$ cat config.mk
export PLATFORM = sky130hd
export DESIGN_NAME = sdiv_rem_mod
export DESIGN_NICKNAME = d
export VERILOG_FILES = /design/src/rtl/sdiv_pkg.sv /design/src/rtl/sdiv_ctrl.sv /design/src/rtl/sdiv_dpath.sv /design/src/rtl/sdiv_rem_mod.sv
export SDC_FILE = /design/constraint.sdc
export NUM_CORES = 1
export LEC_CHECK = 0
export ABC_AREA = 1
export BUFFER_PORTS_ARGS = -buffer_cell sky130_fd_sc_hd__buf_2
export CAP_MARGIN = 20
export CORE_ASPECT_RATIO = 1.4
export CORE_MARGIN = 1.5
export CORE_UTILIZATION = 45
export CTS_BUF_LIST = sky130_fd_sc_hd__clkbuf_16
export CTS_CLUSTER_DIAMETER = 40
export CTS_CLUSTER_SIZE = 8
export DETAILED_ROUTE_END_ITERATION = 12
export SYNTH_ARGS = -nofsm -noshare
export SYNTH_HDL_FRONTEND = slang
export SYNTH_SLANG_ARGS = --single-unit
$ cat constraint.sdc
create_clock -name clk -period 7.2 [get_ports clk]
set_clock_uncertainty 0.2 [all_clocks]
set_input_delay 0.36 -clock clk [delete_from_list [all_inputs] [get_ports clk]]
set_output_delay 0.36 -clock clk [all_outputs]
set_load 0.01 [all_outputs]
$ cat src/rtl/sdiv_pkg.sv
package sdiv_pkg;

  // Strobes from the sequencer to the arithmetic datapath
  typedef struct packed {
    logic load;  // capture operands and magnitudes
    logic step;  // one restoring iteration
    logic fix;   // apply signs and publish results
  } ctlStrobes_t;

  typedef enum logic [1:0] {
    ST_IDLE = 2'd0,
    ST_RUN  = 2'd1,
    ST_FIX  = 2'd2
  } divState_t;

endpackage

$ cat src/rtl/sdiv_ctrl.sv
module sdiv_ctrl
  import sdiv_pkg::*;
#(
  parameter int W = 16
) (
  input  logic        clk,
  input  logic        rstN,
  input  logic        start,
  output logic        busy,
  output logic        done,
  output ctlStrobes_t strb
);

  localparam int CNT_W = (W > 1) ? $clog2(W) : 1;
  localparam logic [CNT_W-1:0] LAST_ITER = CNT_W'(W - 1);

  divState_t        state;
  logic [CNT_W-1:0] iterCnt;
  logic             doneR;

  always_ff @(posedge clk or negedge rstN) begin
    if (!rstN) begin
      state   <= ST_IDLE;
      iterCnt <= '0;
      doneR   <= 1'b0;
    end else begin
      doneR <= (state == ST_FIX);
      unique case (state)
        ST_IDLE: begin
          if (start) begin
            state   <= ST_RUN;
            iterCnt <= '0;
          end
        end
        ST_RUN: begin
          if (iterCnt == LAST_ITER) state <= ST_FIX;
          else iterCnt <= iterCnt + 1'b1;
        end
        ST_FIX:  state <= ST_IDLE;
        default: state <= ST_IDLE;
      endcase
    end
  end

  always_comb begin
    strb.load = (state == ST_IDLE) && start;
    strb.step = (state == ST_RUN);
    strb.fix  = (state == ST_FIX);
  end

  assign busy = (state != ST_IDLE);
  assign done = doneR;

endmodule

$ cat src/rtl/sdiv_dpath.sv
module sdiv_dpath
  import sdiv_pkg::*;
#(
  parameter int W = 16
) (
  input  logic         clk,
  input  logic         rstN,
  input  ctlStrobes_t  strb,
  input  logic [W-1:0] dividend,
  input  logic [W-1:0] divisor,
  output logic [W-1:0] quotient,
  output logic [W-1:0] remainder,
  output logic [W-1:0] modulus,
  output logic         divZero,
  output logic         overflow
);

  localparam logic [W-1:0] MOST_NEG = {1'b1, {(W-1){1'b0}}};

  // iteration state
  logic [W-1:0] quoSh;     // dividend magnitude shifting out, quotient bits in
  logic [W:0]   remSh;     // partial remainder
  logic [W-1:0] divMag;    // divisor magnitude
  logic [W-1:0] divisorR;  // signed divisor kept for the modulus fix-up
  logic         negA;
  logic         negB;
  logic         zeroB;
  logic         ovfR;

  // operand magnitudes (the most negative value maps to 2^(W-1) unsigned)
  logic [W-1:0] absA;
  logic [W-1:0] absB;
  assign absA = dividend[W-1] ? (~dividend + 1'b1) : dividend;
  assign absB = divisor[W-1]  ? (~divisor + 1'b1)  : divisor;

  // one restoring iteration
  logic [W:0]   shifted;
  logic [W+1:0] trial;
  logic         fits;
  assign shifted = {remSh[W-1:0], quoSh[W-1]};
  assign trial   = {1'b0, shifted} - {2'b00, divMag};
  assign fits    = ~trial[W+1];

  // sign correction
  logic [W-1:0] qMag;
  logic [W-1:0] rMag;
  logic [W-1:0] qSigned;
  logic [W-1:0] rSigned;
  logic [W-1:0] mSigned;
  logic         signsDiffer;
  assign qMag        = quoSh;
  assign rMag        = remSh[W-1:0];
  assign signsDiffer = negA ^ negB;
  assign qSigned     = signsDiffer ? (~qMag + 1'b1) : qMag;
  assign rSigned     = negA ? (~rMag + 1'b1) : rMag;
  assign mSigned     = ((rMag != '0) && signsDiffer) ? (rSigned + divisorR) : rSigned;

  always_ff @(posedge clk or negedge rstN) begin
    if (!rstN) begin
      quoSh    <= '0;
      remSh    <= '0;
      divMag   <= '0;
      divisorR <= '0;
      negA     <= 1'b0;
      negB     <= 1'b0;
      zeroB    <= 1'b0;
      ovfR     <= 1'b0;
    end else if (strb.load) begin
      quoSh    <= absA;
      remSh    <= '0;
      divMag   <= absB;
      divisorR <= divisor;
      negA     <= dividend[W-1];
      negB     <= divisor[W-1];
      zeroB    <= (divisor == '0);
      ovfR     <= (dividend == MOST_NEG) && (divisor == '1);
    end else if (strb.step) begin
      remSh <= fits ? trial[W:0] : shifted;
      quoSh <= {quoSh[W-2:0], fits};
    end
  end

  // published results: updated only in the fix-up cycle
  always_ff @(posedge clk or negedge rstN) begin
    if (!rstN) begin
      quotient  <= '0;
      remainder <= '0;
      modulus   <= '0;
      divZero   <= 1'b0;
      overflow  <= 1'b0;
    end else if (strb.fix) begin
      if (zeroB) begin
        quotient  <= '0;
        remainder <= '0;
        modulus   <= '0;
        divZero   <= 1'b1;
        overflow  <= 1'b0;
      end else begin
        quotient  <= qSigned;
        remainder <= rSigned;
        modulus   <= mSigned;
        divZero   <= 1'b0;
        overflow  <= ovfR;
      end
    end
  end

endmodule

$ cat src/rtl/sdiv_rem_mod.sv
module sdiv_rem_mod
  import sdiv_pkg::*;
#(
  parameter int W = 16
) (
  input  logic         clk,
  input  logic         rstN,
  input  logic         start,
  input  logic [W-1:0] dividend,
  input  logic [W-1:0] divisor,
  output logic         busy,
  output logic         done,
  output logic [W-1:0] quotient,
  output logic [W-1:0] remainder,
  output logic [W-1:0] modulus,
  output logic         divZero,
  output logic         overflow
);

  ctlStrobes_t strb;

  sdiv_ctrl #(.W(W)) ctrl_i (
    .clk   (clk),
    .rstN  (rstN),
    .start (start),
    .busy  (busy),
    .done  (done),
    .strb  (strb)
  );

  sdiv_dpath #(.W(W)) dpath_i (
    .clk       (clk),
    .rstN      (rstN),
    .strb      (strb),
    .dividend  (dividend),
    .divisor   (divisor),
    .quotient  (quotient),
    .remainder (remainder),
    .modulus   (modulus),
    .divZero   (divZero),
    .overflow  (overflow)
  );

endmodule

==> run_results.csv, run 1 <==
group,metric,value,unit
final_layout,design_area,0.00988,sq mm
final_layout,final_nets,1444,
yosys,avgSynthCellArea,6.74,sq um
routing,drc,0,
worst_setup_path,cp.required,7320,ps
global_route,antenna_found_initial,0,
placement,hpwl,20.3,mm
pwr,peakVddDrop,206,uV
final_layout,post-route-util,51.8,%
global_route,grt_usage,27.5,%
clock_tree,clock_latency,430,ps
worst_setup_path,crit_fanout,6,
global_route,grt_overflow,0,
clock_tree,cts_made_buffers,17,
floorplan,rows,60,
timing,setup_viol,0,
final_layout,diodes,0,
global_route,grtUsageMet2,48.5,%
global_route,grt_busiest_layer,"met2",
yosys,yosysTopAreaCellShare,35.4,%
min_path,hold_path_class,"input pin to register",
clock_tree,clock_path_buffers,2,
yosys,synth_area_leaders,"dfrtp_1, nand2_1, inv_1",
routing,dr.pass1.iters,5,
worst_setup_path,arrival,3350,ps
yosys,yosys.area.top_type,"dfrtp_1",
yosys,ys.warnings.count,0,
floorplan,core_area,0.0191,sq mm
routing,avgViaCountPerCell,5.26,
timing,min_period,3240,ps
clock_tree,cts_tree,"yes",
placement,dpl.cell_count,1594,
final_layout,syn_to_final_growth,13.6,%
flow_run,drv_cap,0,
floorplan,fp.dieW,120,um
pwr,power_density,563,mW/mm^2
yosys,synthCells,1290,
global_route,grt_max_degree,65,
floorplan,start_util,45.6,%
timing,tightest_slew,865,ps
yosys,synth_nets,1367,
yosys,syn-cell-area,0.00869,sq mm
worst_setup_path,critPathLaunchType,"register",
timing,final_max_slew_viol_count,0,
global_route,use_met3,4.02,%
clock_tree,cts-resized-gates,0,
yosys,seq_area_frac_synth,35.4,%
timing,setup_slack,3960,ps
placement,pre_cts_ws,4020,ps
global_route,grt_pass1_vias,8143,
pwr,finalPower,5.57,mW
outcome,outcome,"finished, final reports clean",
clock_tree,clk_pin_slew,60,ps
floorplan,die_area,0.0202,sq mm
worst_setup_path,worstSetupPathType,"register to register",
timing,fmax,309,MHz
placement,io_buffers,86,
routing,ant_nets,0,
yosys,yosysUniqueCellTypes,42,
worst_setup_path,endpoint_kind,"register",
placement,place.gp.congestion,0.895,
yosys,ys_ff_latch,123,
routing,routedWlPerCell,16.4,um
timing,rsz0062_at_grt,"false",
timing,post-route-period-util,45.0,%
timing,hold_viol,0,
final_layout,layout-drive-gt1-share,11.4,%
placement,place_area,0.00930,sq mm
floorplan,pin_count,87,
routing,drt-total-wl,26.7,mm
global_route,grt_pass1_wl,43.1,mm
clock_tree,clock_sinks,123,
timing,tns,0,ps
routing,drt_iter0_markers,495,
timing,relSlewSlack,42.3,%
clock_tree,h-tree-depth,4,
pwr,power_leakage,5.32,nW
worst_setup_path,rrSetupSlack,3960,ps
final_layout,fillers,1982,
clock_tree,cts_root_buf,"clkbuf_16",
routing,vias,8563,
floorplan,die_h,167,um
final_layout,instances_no_fill,1628,
global_route,use_met1,32.6,%
timing,holdWs,19.1,ps
## path summary, 6_finish.rpt
path | startpoint | to | cells after the start
min | divisor[8] | dpath_i.divisorR[8] | 3
min in group asynchronous | rstN | dpath_i.remainder[12] | 2
max | dpath_i.remSh[0] | dpath_i.modulus[15] | 16
min reg2reg | dpath_i.modulus[14] | dpath_i.modulus[14] | 2
max reg2reg | dpath_i.remSh[0] | dpath_i.modulus[15] | 16
max in group asynchronous | rstN | dpath_i.remSh[0] | 3
## metal layers
layer  share of wire, %  wire length (um)  vias to the layer above
met3                3.7               979                       54
met4                3.9              1040                        0
met1                 41             10900                     3992
li1                   -                 -                     4301
met5                  0                 0                        -
met2                 52             13800                      216
## timing repair
item	CTS	global route
hold buffers	2	0
setup buffers	0	0
endpoints found under the hold margin	60	0
## state kept, by name (all words and copies together), names as in the netlist
| signal | count |
|---|---|
| ctrl_i.done | 1 |
| ctrl_i.iterCnt | 4 |
| ctrl_i.state | 2 |
| dpath_i.divMag | 15 |
| dpath_i.divZero | 1 |
| dpath_i.divisorR | 15 |
| dpath_i.modulus | 16 |
| dpath_i.negA | 1 |
| dpath_i.negB | 1 |
| dpath_i.overflow | 1 |
| dpath_i.ovfR | 1 |
| dpath_i.qMag | 16 |
| dpath_i.quotient | 16 |
| dpath_i.remSh | 16 |
| dpath_i.remainder | 16 |
| dpath_i.zeroB | 1 |
## worst max-delay path, cell delays in order, from the launching register on
cell     delay (ps)
dfrtp_1         500
inv_1           180
ha_1            270
nand2_1         120
nand2_1          70
xor2_1          430
ha_1            410
nand2_1          90
nand2_1          70
a21oi_1         170
nand2_1         150
nand2_1         130
nand3_1          90
nand2_1          80
nor2_1           50
nand2_1          50
nand3_1          60
## layout by cell type, fill, tap and decap left out, types with 9 or more instances in the layout
cell type  synthesis  final
clkbuf_16          0     17
o21ai_0           77     77
nand3_1          113    113
dfrtp_1          123    123
nor3_1            15     15
xor2_1            19     19
inv_1            164    164
buf_2              9     85
ha_1              40     40
a21oi_1           40     40
o21ai_1           11     11
o211ai_1           9      9
nand2_1          452    452
nand4_1           23     23
nor2_1            98     98
## kinds of logic (layout without fill, tap and decap cells)
family / count (synthesis) / after routing / share of synthesized area (%)
AND/OR/NAND/NOR: 737 / 737 / 36.5
XOR/XNOR: 26 / 26 / 2.62
adder cells (fa/ha/maj): 42 / 42 / 6.22
flip-flops: 123 / 123 / 35.4
AO/OA/AOI/OAI: 157 / 157 / 9.97
buffers and inverters: 205 / 295 / 9.25
## power breakdown
group | total (mW) | internal [mW] | switching [mW]
sequential | 1.35 | 1.03 | 0.321
combinational | 3.40 | 1.18 | 2.22
clock | 0.819 | 0.451 | 0.368
total | 5.57 | 2.66 | 2.91
## synthesized netlist by cell type
cell      instances
o21ai_2           4
o21ai_1          11
clkbuf_1         20
dfrtp_1         123
a21boi_0          1
ha_1             40
nor4_1            3
nor2_4            8
xor2_1           19
a22oi_1           1
a21oi_1          40
nand4_1          23
buf_4             2
nor3_1           15
o21a_1            1
nor3_2            2
nand3_4           2
nand2_1         452
o211ai_1          9
o22ai_1           3
nand3_2           8
clkinv_2          1
nand2_2           4
o21bai_1          2
buf_6             2
a21o_1            1
xnor2_1           7
o31ai_1           1
inv_1           164
o311ai_0          1
inv_2             6
nor2_1           98
fa_1              2
nand3_1         113
clkinv_1          1
and2_1            4
nand3b_1          2
nor2_2            2
buf_2             9
o21ai_0          77
or2_1             1
o221ai_1          5
## layout make-up
class / instances / area (sq um) / share of cell area, %
clock buffers: 17 / 425 / 4.31
clock inverters: 15 / 130 / 1.32
inverters: 172 / 647 / 6.55
multi-input cells: 962 / 4810 / 48.7
flip-flops and latches: 123 / 3080 / 31.2
well taps: 248 / 310 / 3.14
repair buffers: 91 / 475 / 4.81
No activity file was read; power rests on OpenSTA's default activity.
==> run 2: changes to the inputs <==
--- a/config.mk
+++ b/config.mk
@@ -5,7 +5,7 @@
 export SDC_FILE = /design/constraint.sdc
 export NUM_CORES = 1
 export LEC_CHECK = 0
-export ABC_AREA = 1
+export ABC_AREA = 0
 export BUFFER_PORTS_ARGS = -buffer_cell sky130_fd_sc_hd__buf_2
 export CAP_MARGIN = 20
 export CORE_ASPECT_RATIO = 1.4
==> constraint.sdc (replaced) <==
create_clock -name clk -period 3.2 [get_ports clk]
set_clock_uncertainty 0.2 [all_clocks]
set_input_delay 0.16 -clock clk [delete_from_list [all_inputs] [get_ports clk]]
set_output_delay 0.16 -clock clk [all_outputs]
set_load 0.01 [all_outputs]
==> run_results.csv, run 2 <==
group,metric,value,unit
global_route,grt_pass1_wl,36.6,mm
yosys,synth_edf_count,0,
routing,dr.pass1.iters,5,
clock_tree,cts_root_buf,"clkbuf_16",
worst_setup_path,rrSetupSlack,-210,ps
clock_tree,clock_sinks,123,
min_path,hold_path_class,"input pin to asynchronous set/reset pin",
worst_setup_path,critPathLaunchType,"register",
pwr,power_density,1330,mW/mm^2
floorplan,rows,56,
floorplan,core_area,0.0169,sq mm
timing,final_max_slew_viol_count,0,
yosys,yosys.area.top_type,"dfrtp_1",
worst_setup_path,r2r-start,"dpath_i.remSh[8]",
yosys,synth_nets,988,
timing,fmax,293,MHz
yosys,avgSynthCellArea,8.56,sq um
clock_tree,h-tree-depth,4,
worst_setup_path,endpoint_kind,"register",
routing,drt_iter0_markers,409,
outcome,outcome,"finished, violations left",
yosys,synthCells,911,
yosys,syn-cell-area,0.00780,sq mm
yosys,postSynth.asyncResetShare,100,%
flow_run,drv_cap,0,
yosys,yosysTopAreaCellShare,39.4,%
outcome,violations,"negative setup slack",
floorplan,start_util,46.2,%
pwr,p_sw,5.93,mW
worst_setup_path,arrival,3530,ps
routing,vias,7228,
pwr,clock_power_share,13.7,%
pwr,finalPower,13.7,mW
clock_tree,clock_latency,420,ps
pwr,pwr-share-comb,65.5,%
global_route,grt_max_degree,61,
clock_tree,cts_made_buffers,17,
clock_tree,clk_pin_slew,60,ps
global_route,antenna_found_initial,0,
yosys,synth_area_leaders,"dfrtp_1, nand2_1, ha_1",
yosys,yosys_most_used_dff,"dfrtp_1",
final_layout,design_area,0.0103,sq mm
timing,setup_slack,-211,ps
floorplan,die_h,159,um
final_layout,diodes,0,
routing,routedWlPerCell,16.5,um
timing,tightest_slew,943,ps
global_route,grt_usage,25.7,%
yosys,yosysUniqueCellTypes,63,
timing,post-route-period-util,107,%
timing,hold_viol,0,
worst_setup_path,worstSetupPathType,"register to register",
yosys,yosysMostFrequentCell,"nand2_1",
timing,holdWs,140,ps
timing,relSlewSlack,37.2,%
pwr,power_leakage,4.91,nW
worst_setup_path,worstRegToRegCells,13,
global_route,grt_pass1_vias,7229,
placement,place.gp.congestion,0.897,
pwr,seqPwrFrac,20.7,%
yosys,ys.warnings.count,0,
pwr,switching_share,43.1,%
timing,min_period,3410,ps
final_layout,final_common_cell,"nand2_1",
placement,io_buffers,86,
routing,ant_nets,0,
pwr,p_int,7.81,mW
global_route,grt_overflow,0,
clock_tree,clock_path_buffers,2,
worst_setup_path,r2r-end,"dpath_i.modulus[15]",
routing,avgViaCountPerCell,5.33,
yosys,seq_area_frac_synth,39.4,%
final_layout,layout-drive-gt1-share,23.4,%
pwr,peakVddDrop,774,uV
worst_setup_path,crit_fanout,3,
routing,drt-total-wl,22.3,mm
floorplan,pin_count,87,
final_layout,most-common-layout-cells,"nand2_1, dfrtp_1, buf_4, buf_2, o21ai_0",
timing,setup_viol,2,
routing,drc,0,
floorplan,fp.dieW,114,um
final_layout,final_nets,1189,
clock_tree,cts_tree,"yes",
final_layout,syn_to_final_growth,32.5,%
yosys,yosys-top-cells-count,"nand2_1, dfrtp_1, o21ai_0",
timing,rsz0062_at_grt,"true",
placement,hpwl,16.2,mm
worst_setup_path,cp.required,3320,ps
yosys,ys_ff_latch,123,
floorplan,die_area,0.0181,sq mm
placement,place_area,0.00904,sq mm
-- run 2: cell types whose count changed in the layout (fill, tap and decap cells not counted), moves of 32 or more --
cell           delta
nand2_1         -270
inv_1           -121
buf_4           +101
dlygate4sd3_1    +32
nand3_1          -93
nor2_1           -48
-- run 2: layout make-up --
type | count | area (sq um)
fillers | 1504 | 6550
multi-input cells | 703 | 4660
flip-flops and latches | 123 | 3080
repair buffers | 225 | 1570
clock buffers | 17 | 425
well taps | 232 | 290
inverters | 42 | 158
clock inverters | 14 | 156
-- run 2: metrics by stage --
stage,cells,utilization [%],TNS (ps),setup WS (ps)
2_1_floorplan,911,-,-243,-243
3_3_place_gp,1273,53.5,-340,-245
3_5_place_dp,1273,53.5,-571,-291
4_1_cts,1351,59.9,-258,-220
5_1_grt,1356,61.2,-1020,-365
6_report,1356,61.2,-244,-211
-- run 2: kinds of logic after synthesis --
group / share of synthesized area [%]
AO/OA/AOI/OAI: 19.2
multiplexers: 1.57
XOR/XNOR: 8.98
buffers and inverters: 4.62
adder cells (fa/ha/maj): 6.93
flip-flops: 39.4
AND/OR/NAND/NOR: 19.2
-- run 2: critical path, stage by stage, from the launching register on --
cell and delay [ps]:
dfrtp_1 370, or4_4 550, or4_4 470, o41ai_4 230, xor2_1 210, inv_1 110, ha_4 280, o21ai_2 60
a21oi_2 150, nor3_2 70, a211oi_2 190, o21ai_1 90, xnor2_1 170, o31ai_2 170
-- run 2: worst max-delay path by stage --
stage	startpoint	depth (start not counted)	end	slack, ps
after detailed placement	dpath_i.remSh[8]	13	dpath_i.modulus[15]	-290
after global placement	dpath_i.remSh[8]	13	dpath_i.modulus[15]	-240
after floorplan	dpath_i.remSh[8]	13	dpath_i.modulus[15]	-240
after global routing	dpath_i.remSh[8]	13	dpath_i.modulus[15]	-370
after CTS	dpath_i.remSh[8]	13	dpath_i.modulus[15]	-220
final	dpath_i.remSh[8]	13	dpath_i.modulus[15]	-210
-- run 2: what timing repair did --
action,4_1_cts,5_1_grt
setup buffers,13,5
pin swaps,9,11
resized for setup,14,33
hold buffers,34,0
hold endpoints to repair,102,0
setup endpoints to repair,6,9
-- run 2: layer usage --
layer | GRT usage (%) | routed length (um)
met1 | 31.1 | 9360
met2 | 44.9 | 11300
met3 | 3.55 | 838
met4 | 11.1 | 808
met5 | 0 | 0
-- run 2: power by group through the flow --
stage	sequential (mW)	combinational [mW]	clock [mW]
after floorplan	2.84	5.23	0
after global placement	2.83	7.94	0
after detailed placement	2.84	8.04	0
after CTS	2.83	8.44	1.92
after global routing	2.95	10.0	1.98
final	2.85	9.00	1.89
==> run 3: changes to the inputs <==
--- a/config.mk
+++ b/config.mk
@@ -5,16 +5,16 @@
 export SDC_FILE = /design/constraint.sdc
 export NUM_CORES = 1
 export LEC_CHECK = 0
-export ABC_AREA = 0
+export ABC_AREA = 1
 export BUFFER_PORTS_ARGS = -buffer_cell sky130_fd_sc_hd__buf_2
 export CAP_MARGIN = 20
 export CORE_ASPECT_RATIO = 1.4
 export CORE_MARGIN = 1.5
 export CORE_UTILIZATION = 45
 export CTS_BUF_LIST = sky130_fd_sc_hd__clkbuf_16
-export CTS_CLUSTER_DIAMETER = 40
 export CTS_CLUSTER_SIZE = 8
 export DETAILED_ROUTE_END_ITERATION = 12
+export GPL_TIMING_DRIVEN = 0
 export SYNTH_ARGS = -nofsm -noshare
 export SYNTH_HDL_FRONTEND = slang
 export SYNTH_SLANG_ARGS = --single-unit
==> run_results.csv, run 3 (synthesis gave the netlist of run 1 again) <==
group,metric,value,unit
outcome,outcome,"finished, final reports clean",
final_layout,fillers,2000,
routing,routedWlPerCell,16.8,um
placement,io_buffers,86,
global_route,grt_pass1_wl,45.7,mm
floorplan,die_area,0.0202,sq mm
routing,drt_iter0_markers,577,
routing,ant_nets,0,
timing,tightest_slew,727,ps
global_route,antenna_found_initial,0,
final_layout,final_common_cell,"nand2_1",
pwr,power_density,1230,mW/mm^2
global_route,grt_pass1_vias,8716,
clock_tree,clk_pin_slew,60,ps
routing,drt-total-wl,28.3,mm
floorplan,fp.dieW,120,um
placement,hpwl,21.9,mm
worst_setup_path,critPathLaunchType,"register",
final_layout,final_nets,1503,
clock_tree,clock_sinks,123,
global_route,grt_overflow,0,
timing,relSlewSlack,51.5,%
final_layout,syn_to_final_growth,19.5,%
timing,fmax,332,MHz
pwr,power_leakage,5.53,nW
floorplan,start_util,45.6,%
timing,min_period,3010,ps
worst_setup_path,cp.required,3310,ps
clock_tree,h-tree-depth,4,
timing,post-route-period-util,94.1,%
routing,dr.pass1.iters,5,
floorplan,die_h,167,um
clock_tree,clock_latency,440,ps
worst_setup_path,endpoint_kind,"register",
pwr,p_sw,6.59,mW
placement,dpl.cell_count,1625,
clock_tree,post-cts-setup-buffers,0,
final_layout,diodes,0,
final_layout,most-common-layout-cells,"nand2_1, inv_1, dfrtp_1, nand3_1, nor2_1",
pwr,pwr-share-comb,62.0,%
pwr,clock_power_share,14.8,%
timing,setup_slack,190,ps
global_route,grt_max_degree,73,
clock_tree,cts_made_buffers,17,
placement,pre_cts_ws,6.97,ps
timing,final_max_slew_viol_count,0,
global_route,grt_usage,29.4,%
timing,holdWs,19.9,ps
floorplan,rows,60,
clock_tree,cts_tree,"yes",
floorplan,pin_count,87,
routing,vias,8801,
flow_run,drv_cap,0,
clock_tree,clock_path_buffers,2,
final_layout,instances_no_fill,1687,
worst_setup_path,worstSetupPathType,"register to register",
floorplan,core_area,0.0191,sq mm
clock_tree,cts_root_buf,"clkbuf_16",
timing,hold_viol,0,
final_layout,layout-drive-gt1-share,12.6,%
routing,drc,0,
pwr,switching_share,51.7,%
worst_setup_path,arrival,3120,ps
min_path,hold_path_class,"input pin to register",
pwr,peakVddDrop,468,uV
pwr,p_int,6.15,mW
placement,place.gp.congestion,0.917,
worst_setup_path,crit_fanout,6,
timing,setup_viol,0,
routing,avgViaCountPerCell,5.22,
pwr,seqPwrFrac,23.2,%
[run 3: final cells by class]
class	instances	area (sq um)	share of cell area, %
clock inverter	15	144	1.39
multi-input combinational	962	4860	46.8
clock buffer	17	425	4.09
inverter	172	647	6.23
tap	248	310	2.99
timing repair buffer	117	764	7.36
buffer	33	158	1.52
sequential	123	3080	29.6
[run 3: what timing repair did]
item                                   4_1_cts  5_1_grt
setup endpoints to repair                    1        9
resized for setup                            1       12
endpoints found under the hold margin      164        0
hold buffers                                30        0
[run 3: path summary, 6_finish.rpt]
path / startpoint / to / slack [ps] / cells after the start
worst min-delay path: dividend[12] / dpath_i.qMag[12] / 20 / 5
worst min register to register: dpath_i.modulus[10] / dpath_i.modulus[10] / 270 / 2
worst max-delay path: dpath_i.remSh[0] / dpath_i.modulus[15] / 190 / 16
min in group asynchronous: rstN / dpath_i.modulus[14] / 40 / 2
worst max register to register: dpath_i.remSh[0] / dpath_i.modulus[15] / 190 / 16
max in group asynchronous: rstN / ctrl_i.iterCnt[0] / 2010 / 3
[run 3: stage by stage]
stage	utilization (%)	TNS, ps	power, mW	instance area (sq um)
finish	54.5	0	12.7	10400
global route	54.5	-3.67	14.0	10400
CTS	54.2	0	12.7	10300
detailed placement	49.7	0	10.7	9470
global placement	49.5	0	10.6	9440
floorplan	-	0	8.50	8690
[run 3: power groups by stage]
stage               logic (mW)  registers [mW]  clock network [mW]
finish                    7.89            2.96                1.88
floorplan                 5.60            2.90                   0
global route              9.01            3.04                1.98
CTS                       7.82            2.95                1.91
detailed placement        7.73            2.97                   0
global placement          7.64            2.96                   0
[run 3: critical path: stages, from the launching register on]
cell	delay [ps]
dfrtp_2	470
inv_2	140
ha_1	210
inv_1	80
o21ai_0	210
xor2_1	300
ha_1	350
nand2_1	130
inv_1	50
a21oi_1	170
nand2_1	130
nand2_1	130
nand2_1	70
nand2_1	60
nand3_1	60
nand2_1	70
nand3_1	70
[run 3: metal layers]
layer | global-route usage, % | share of wire [%] | vias to the layer above
li1 | - | - | 4406
met1 | 34.9 | 41 | 4086
met2 | 53.6 | 52 | 252
met3 | 2.83 | 3.6 | 57
met4 | 12.0 | 3.4 | 0
met5 | 0 | 0 | -
